File: src/rtl/gdram_guard_pkg.sv
package gdram_guard_pkg;

    localparam int NBANK  = 2;
    localparam int ADDR_W = 10;
    localparam logic [2:0] BL_FULL = 3'd7;

    typedef enum logic [3:0] {
        CMD_NOP  = 4'd0,
        CMD_ACT  = 4'd1,
        CMD_RD   = 4'd2,
        CMD_WR   = 4'd3,
        CMD_WRAP = 4'd4,
        CMD_BW   = 4'd5,
        CMD_BWAP = 4'd6,
        CMD_MRS  = 4'd7,
        CMD_PRE  = 4'd8,
        CMD_REF  = 4'd9,
        CMD_OTH  = 4'd10
    } cmd_e;

    typedef struct packed {
        logic              row;
        logic              col;
        logic              wr;
        logic              spec;
        logic              bank;
        logic [ADDR_W-1:0] addr;
    } pins_t;

    typedef struct packed {
        logic       bsel;
        logic [2:0] spare;
        logic [2:0] cas;
        logic       wrap;
        logic [2:0] blen;
    } mode_t;

    function automatic cmd_e decode_cmd(input pins_t p);
        cmd_e c;
        case ({p.row, p.col, p.wr})
            3'b111:  c = CMD_NOP;
            3'b011:  c = p.spec ? CMD_OTH : CMD_ACT;
            3'b101:  c = p.spec ? (p.addr[9] ? CMD_BWAP : CMD_BW) : CMD_RD;
            3'b100:  c = p.spec ? CMD_OTH : (p.addr[9] ? CMD_WRAP : CMD_WR);
            3'b000:  c = p.spec ? CMD_OTH : CMD_MRS;
            3'b010:  c = CMD_PRE;
            3'b001:  c = CMD_REF;
            default: c = CMD_OTH;
        endcase
        return c;
    endfunction

    function automatic logic blen_ok(input logic [2:0] code);
        return (code <= 3'd3) || (code == BL_FULL);
    endfunction

    function automatic logic cas_ok(input logic [2:0] lat);
        return (lat >= 3'd1) && (lat <= 3'd3);
    endfunction

    function automatic logic is_access(input cmd_e c);
        return (c == CMD_ACT) || (c == CMD_RD) || (c == CMD_WR) ||
               (c == CMD_WRAP) || (c == CMD_BW) || (c == CMD_BWAP);
    endfunction

    function automatic logic is_global(input cmd_e c);
        return (c == CMD_MRS) || (c == CMD_REF);
    endfunction

endpackage

File: src/rtl/gdram_cmd_dec.sv
module gdram_cmd_dec
    import gdram_guard_pkg::*;
(
    input  pins_t pins,
    output cmd_e  cmd
);
    always_comb begin
        cmd = decode_cmd(pins);
    end
endmodule

File: src/rtl/gdram_mode_reg.sv
module gdram_mode_reg
    import gdram_guard_pkg::*;
(
    input  logic  clk,
    input  logic  rst,
    input  logic  wr_en,
    input  mode_t wr_data,
    output mode_t mode_q,
    output logic  valid_q
);
    always_ff @(posedge clk) begin
        if (rst) begin
            mode_q  <= '0;
            valid_q <= 1'b0;
        end else if (wr_en) begin
            mode_q  <= wr_data;
            valid_q <= 1'b1;
        end
    end
endmodule

File: src/rtl/gdram_bank_timer.sv
module gdram_bank_timer #(
    parameter int CNT_W = 5
) (
    input  logic             clk,
    input  logic             rst,
    input  logic             load,
    input  logic [CNT_W-1:0] load_val,
    output logic             busy
);
    logic [CNT_W-1:0] cnt;

    always_ff @(posedge clk) begin
        if (rst)
            cnt <= '0;
        else if (load)
            cnt <= load_val;
        else if (cnt != '0)
            cnt <= cnt - 1'b1;
    end

    assign busy = (cnt != '0);
endmodule

File: src/rtl/gdram_cmd_guard.sv
module gdram_cmd_guard
    import gdram_guard_pkg::*;
#(
    parameter int TWR  = 2,
    parameter int TRP  = 3,
    parameter int TBPL = 2
) (
    input  logic        clk,
    input  logic        rst,
    input  logic        row_stb,
    input  logic        col_stb,
    input  logic        wr_stb,
    input  logic        spec_fn,
    input  logic        bank_sel,
    input  logic [9:0]  addr_in,
    output logic [3:0]  cmd_q,
    output logic        viol_q,
    output logic [1:0]  bank_busy,
    output logic [10:0] mode_word,
    output logic        mode_valid
);
    localparam int MAX_WIN = 8 + TWR + TRP + TBPL;
    localparam int CNT_W   = $clog2(MAX_WIN + 1);

    pins_t pins;
    cmd_e  cmd_d;
    cmd_e  cmd_r;
    mode_t mode_cur;
    mode_t mode_new;
    logic  mrs_pend;
    logic  v_lock, v_gap, v_init, v_field, viol_d, accept;
    logic  wr_lock;
    logic [CNT_W-1:0] wr_win, bw_win, win_sel;
    logic [NBANK-1:0] busy;
    logic [NBANK-1:0] load;

    assign pins = '{row: row_stb, col: col_stb, wr: wr_stb, spec: spec_fn,
                    bank: bank_sel, addr: addr_in};

    gdram_cmd_dec u_dec (
        .pins (pins),
        .cmd  (cmd_d)
    );

    assign mode_new = mode_t'({bank_sel, addr_in});

    // Lockout lengths, loaded as N-1 so the bank is free on the Nth cycle.
    always_comb begin
        wr_win = CNT_W'((32'd1 << mode_cur.blen[1:0]) + TWR + TRP - 1);
        bw_win = CNT_W'(TBPL + TRP - 1);
    end

    always_comb begin
        v_lock  = 1'b0;
        if (is_global(cmd_d))
            v_lock = |busy;
        else if (cmd_d != CMD_NOP)
            v_lock = busy[bank_sel];
        v_gap   = mrs_pend && (cmd_d != CMD_NOP);
        v_init  = !mode_valid && is_access(cmd_d);
        v_field = (cmd_d == CMD_MRS) && !(blen_ok(addr_in[2:0]) && cas_ok(addr_in[6:4]));
        viol_d  = v_lock | v_gap | v_init | v_field;
        accept  = (cmd_d != CMD_NOP) && !viol_d;
        wr_lock = (cmd_d == CMD_WRAP) && (mode_cur.blen != BL_FULL);
        win_sel = (cmd_d == CMD_BWAP) ? bw_win : wr_win;
    end

    for (genvar b = 0; b < NBANK; b++) begin : g_bank
        assign load[b] = accept && (bank_sel == b[0]) &&
                         (wr_lock || (cmd_d == CMD_BWAP));
        gdram_bank_timer #(.CNT_W(CNT_W)) u_tmr (
            .clk      (clk),
            .rst      (rst),
            .load     (load[b]),
            .load_val (win_sel),
            .busy     (busy[b])
        );
    end

    gdram_mode_reg u_mode (
        .clk     (clk),
        .rst     (rst),
        .wr_en   (accept && (cmd_d == CMD_MRS)),
        .wr_data (mode_new),
        .mode_q  (mode_cur),
        .valid_q (mode_valid)
    );

    always_ff @(posedge clk) begin
        if (rst) begin
            cmd_r    <= CMD_NOP;
            viol_q   <= 1'b0;
            mrs_pend <= 1'b0;
        end else begin
            cmd_r    <= cmd_d;
            viol_q   <= viol_d;
            mrs_pend <= accept && (cmd_d == CMD_MRS);
        end
    end

    assign cmd_q     = cmd_r;
    assign bank_busy = busy;
    assign mode_word = mode_cur;
endmodule

File: config.mk
export PLATFORM = sky130hd
export DESIGN_NAME = gdram_cmd_guard
export DESIGN_NICKNAME = d
export VERILOG_FILES = /design/src/rtl/gdram_guard_pkg.sv /design/src/rtl/gdram_cmd_dec.sv /design/src/rtl/gdram_mode_reg.sv /design/src/rtl/gdram_bank_timer.sv /design/src/rtl/gdram_cmd_guard.sv
export SDC_FILE = /design/constraint.sdc
export NUM_CORES = 1
export LEC_CHECK = 0
export ABC_AREA = 1
export ABC_CLOCK_PERIOD_IN_PS = 3620
export BUFFER_PORTS_ARGS = -buffer_cell sky130_fd_sc_hd__buf_2
export CORE_AREA = 4 4 78 80
export CTS_CLUSTER_DIAMETER = 120
export DETAILED_ROUTE_END_ITERATION = 10
export DIE_AREA = 0 0 82 84
export PLACE_DENSITY = 0.6
export SETUP_SLACK_MARGIN = 0.4
export SLEW_MARGIN = 20
export SYNTH_ARGS = -nofsm -noshare
export SYNTH_HDL_FRONTEND = slang
export SYNTH_HIERARCHICAL = 1
export SYNTH_SLANG_ARGS = --single-unit
File: constraint.sdc
create_clock -name clk -period 3.62 [get_ports clk]
set_input_delay 0.724 -clock clk [delete_from_list [all_inputs] [get_ports clk]]
set_output_delay 0.724 -clock clk [all_outputs]
set_load 0.02 [all_outputs]
==> impl_metrics.env <==
export IMPL_status="completed"
export IMPL_netlist_area_um2=1570
export IMPL_drive_gt1_share_pct=19.6
export IMPL_cts_tree="done"
export IMPL_fin_util_pct=34.8
export IMPL_core_area_um2=5410
export IMPL_post_cts_resized=0
export IMPL_fp_dieW_um=82
export IMPL_crit_path_max_fanout=23
export IMPL_portBuffers=35
export IMPL_grt_total_usage_pct=11.4
export IMPL_synth_top_area_share_pct=33.1
export IMPL_slew_headroom_pct=58.2
export IMPL_leakage_nw=1.02
export IMPL_drt_initial_drc_count=51
export IMPL_drc_errors=0
export IMPL_yosys_area_top_type="dfxtp_1"
export IMPL_vias=1566
export IMPL_fin_worst_skew_ns=0.00303
export IMPL_start_kind="input pin"
export IMPL_ys_ff_latch=26
export IMPL_postRouteAntennaNets=0
export IMPL_syn_nets=281
export IMPL_clock_latency_ns=0.27
export IMPL_wirelength_um=3460
export IMPL_antenna_cells=0
export IMPL_fin_setup_tns_ns=0
export IMPL_path_class="input pin to flop"
export IMPL_crit_required_ns=3.80
export IMPL_fp_dieH_um=84
export IMPL_multi_input_area_um2=846
export IMPL_fin_nets=318
export IMPL_cp_top_family="simple AND/OR/NAND/NOR gates"
export IMPL_dieArea_um2=6890
export IMPL_finalMaxSlewViolations=0
export IMPL_drt_pass1_iter_count=4
export IMPL_n_fill_cell=618
export IMPL_rows=27
export IMPL_cp_num_buf_inv=2
export IMPL_synthCells=260
export IMPL_period_share_pct=69.3
export IMPL_cts_max_path_buffers=2
export IMPL_synth_area_leaders="dfxtp_1 (33%), nand2_1 (18%), nor2_1 (14%)"
export IMPL_grt_setup_unrepaired="no"
export IMPL_post_dp_hpwl_um=2740
export IMPL_wl_per_cell_um=9.40
export IMPL_cp_end_kind="flop"
export IMPL_tightest_slew_ns=0.626
export IMPL_ir_worst_vdd_mv=0.172
export IMPL_antenna_found_initial=0
export IMPL_cp_arrival_ns=2.69
export IMPL_grt_pass1_wl_um=6400
export IMPL_max_freq_ghz=0.399
export IMPL_max_cap_violations=0
export IMPL_cts_buffers_inserted=3
export IMPL_avgSynthCellArea_um2=6.04
export IMPL_path_clk_slew_ns=0.09
export IMPL_start_util_pct=29.1
export IMPL_yosysUniqueCellTypes=23
export IMPL_final_common_cell="nand2_1"
export IMPL_final_cell_mix="nand2_1 (74), nor2_1 (57), inv_1 (40)"
export IMPL_root_buffer="clkbuf_8"
export IMPL_finalHoldViolCount=0
export IMPL_setup_viol=0
export IMPL_postCtsSetupRepairBufs=0
export IMPL_cts_sinks=26
export IMPL_hold_buffers=0
export IMPL_powerDensity_nw_per_um2=608
export IMPL_crit_path_max_incr_delay_ns=0.49
export IMPL_place_gp_congestion=0.824
export IMPL_cp_common_cell="nand2_1"
export IMPL_regArea_um2=520
export IMPL_grt_max_degree=24
export IMPL_min_period_ns=2.51
export IMPL_worstHoldPathType="flop to flop"
export IMPL_avgViaCountPerCell=4.26
export IMPL_grt_pass1_vias=1528
export IMPL_io_pins=36
export IMPL_crit_chain="buf_2 > nor2_2 > nand2_1 > nor2_1 > nor2_1 > nand2_1 > nand2_1 > nand3_1 > nand2_1 > nand2_1 > nand2_1 > nor2_2 > nand3_1 > inv_1 > nand2_1 > nand2_1 > nor2_1"
export IMPL_globalRouteOverflowTotal=0
export IMPL_syn2layout_area_growth_pct=19.7
export IMPL_worst_path_max_delay_cell="inv_1"
export IMPL_h_tree_depth=1
export IMPL_yosysWarnings=6
export IMPL_synth_seq_area_share_pct=33.1
==> final timing paths <==
| kind | startpoint | endpoint | slack, ns | depth (start not counted) |
|---|---|---|---|---|
| max | wr_stb | u_mode/mode_q[0] | 1.11 | 17 |
| min | u_mode/mode_q[8] | u_mode/mode_q[8] | 0.47 | 2 |
| max reg2reg | g_bank[0].u_tmr/cnt[0] | u_mode/mode_q[0] | 1.28 | 12 |
| min reg2reg | u_mode/mode_q[8] | u_mode/mode_q[8] | 0.47 | 2 |
==> synthesized netlist by cell type <==
master and number:
ha_1 4, o21ai_0 4, nor2_4 2, nand4_1 4, inv_2 7, or2_2 1
a21oi_1 6, nor3_1 2, nand3_1 15, nor2_2 4, a41oi_2 1, inv_1 40
buf_6 2, nand2_2 1, nand3b_1 1, buf_2 1, dfxtp_1 26, nor2_1 57
or2_0 2, o21ai_1 2, nand2_1 74, o211ai_1 1, nand3_2 3
==> metrics by stage <==
stage               setup slack [ns]  power (mW)  cells  cell area (µm²)  hold WS, ns
floorplan                       1.21       0.786    260             1570        0.468
global placement               0.810       0.907    364             1810        0.457
detailed placement             0.804       0.907    364             1810        0.463
CTS                             1.10        1.16    368             1880        0.477
global route                   0.756        1.27    368             1880        0.504
finish                          1.11        1.14    368             1880        0.475
==> where the power goes <==
group	total [mW]	switching [mW]	leakage, nW	internal, mW
logic	0.519	0.323	0.776	0.195
registers	0.378	0.0409	0.212	0.337
clock network	0.246	0.0980	0.0357	0.148
==> sequential cells by signal, summed over array words and instances (netlist names) <==
register,flops
g_bank.u_tmr/cnt,8
u_mode/mode_q,11
u_mode/valid_q,1
viol_q,1
mrs_pend,1
cmd_q,4
==> kinds of logic (layout without fill, tap and decap cells) <==
group / after synthesis / in the layout / share of synthesized area [%]
buf+inv: 50 / 86 / 13.0
fa+ha+maj: 4 / 4 / 3.19
flops: 26 / 26 / 33.1
compound gates: 14 / 14 / 5.34
simple gates: 166 / 166 / 45.3
==> worst min-delay path: cells and delay by family, from the launching register on <==
family	cells	cell delay [ns]
DFF	1	0.32
and+or+nand+nor	2	0.13
==> metal layers <==
metal / global-route usage [%] / vias to the layer above / part of all wire (%)
met3: 2.27 / 4 / 3.9
met1: 14.0 / 689 / 47
met2: 19.3 / 19 / 47
met5: 0 / - / 0
met4: 4.38 / 0 / 1.6
li1: - / 854 / -
==> final cells by class <==
type | instances | area share, %
flip-flops and latches | 26 | 27.7
clock inverters | 1 | 1.60
clock buffers | 3 | 2.20
inverters | 47 | 9.39
repair buffers | 35 | 9.32
multi-input cells | 184 | 45.0
well taps | 72 | 4.79
Power figures use the tool's default switching activity.
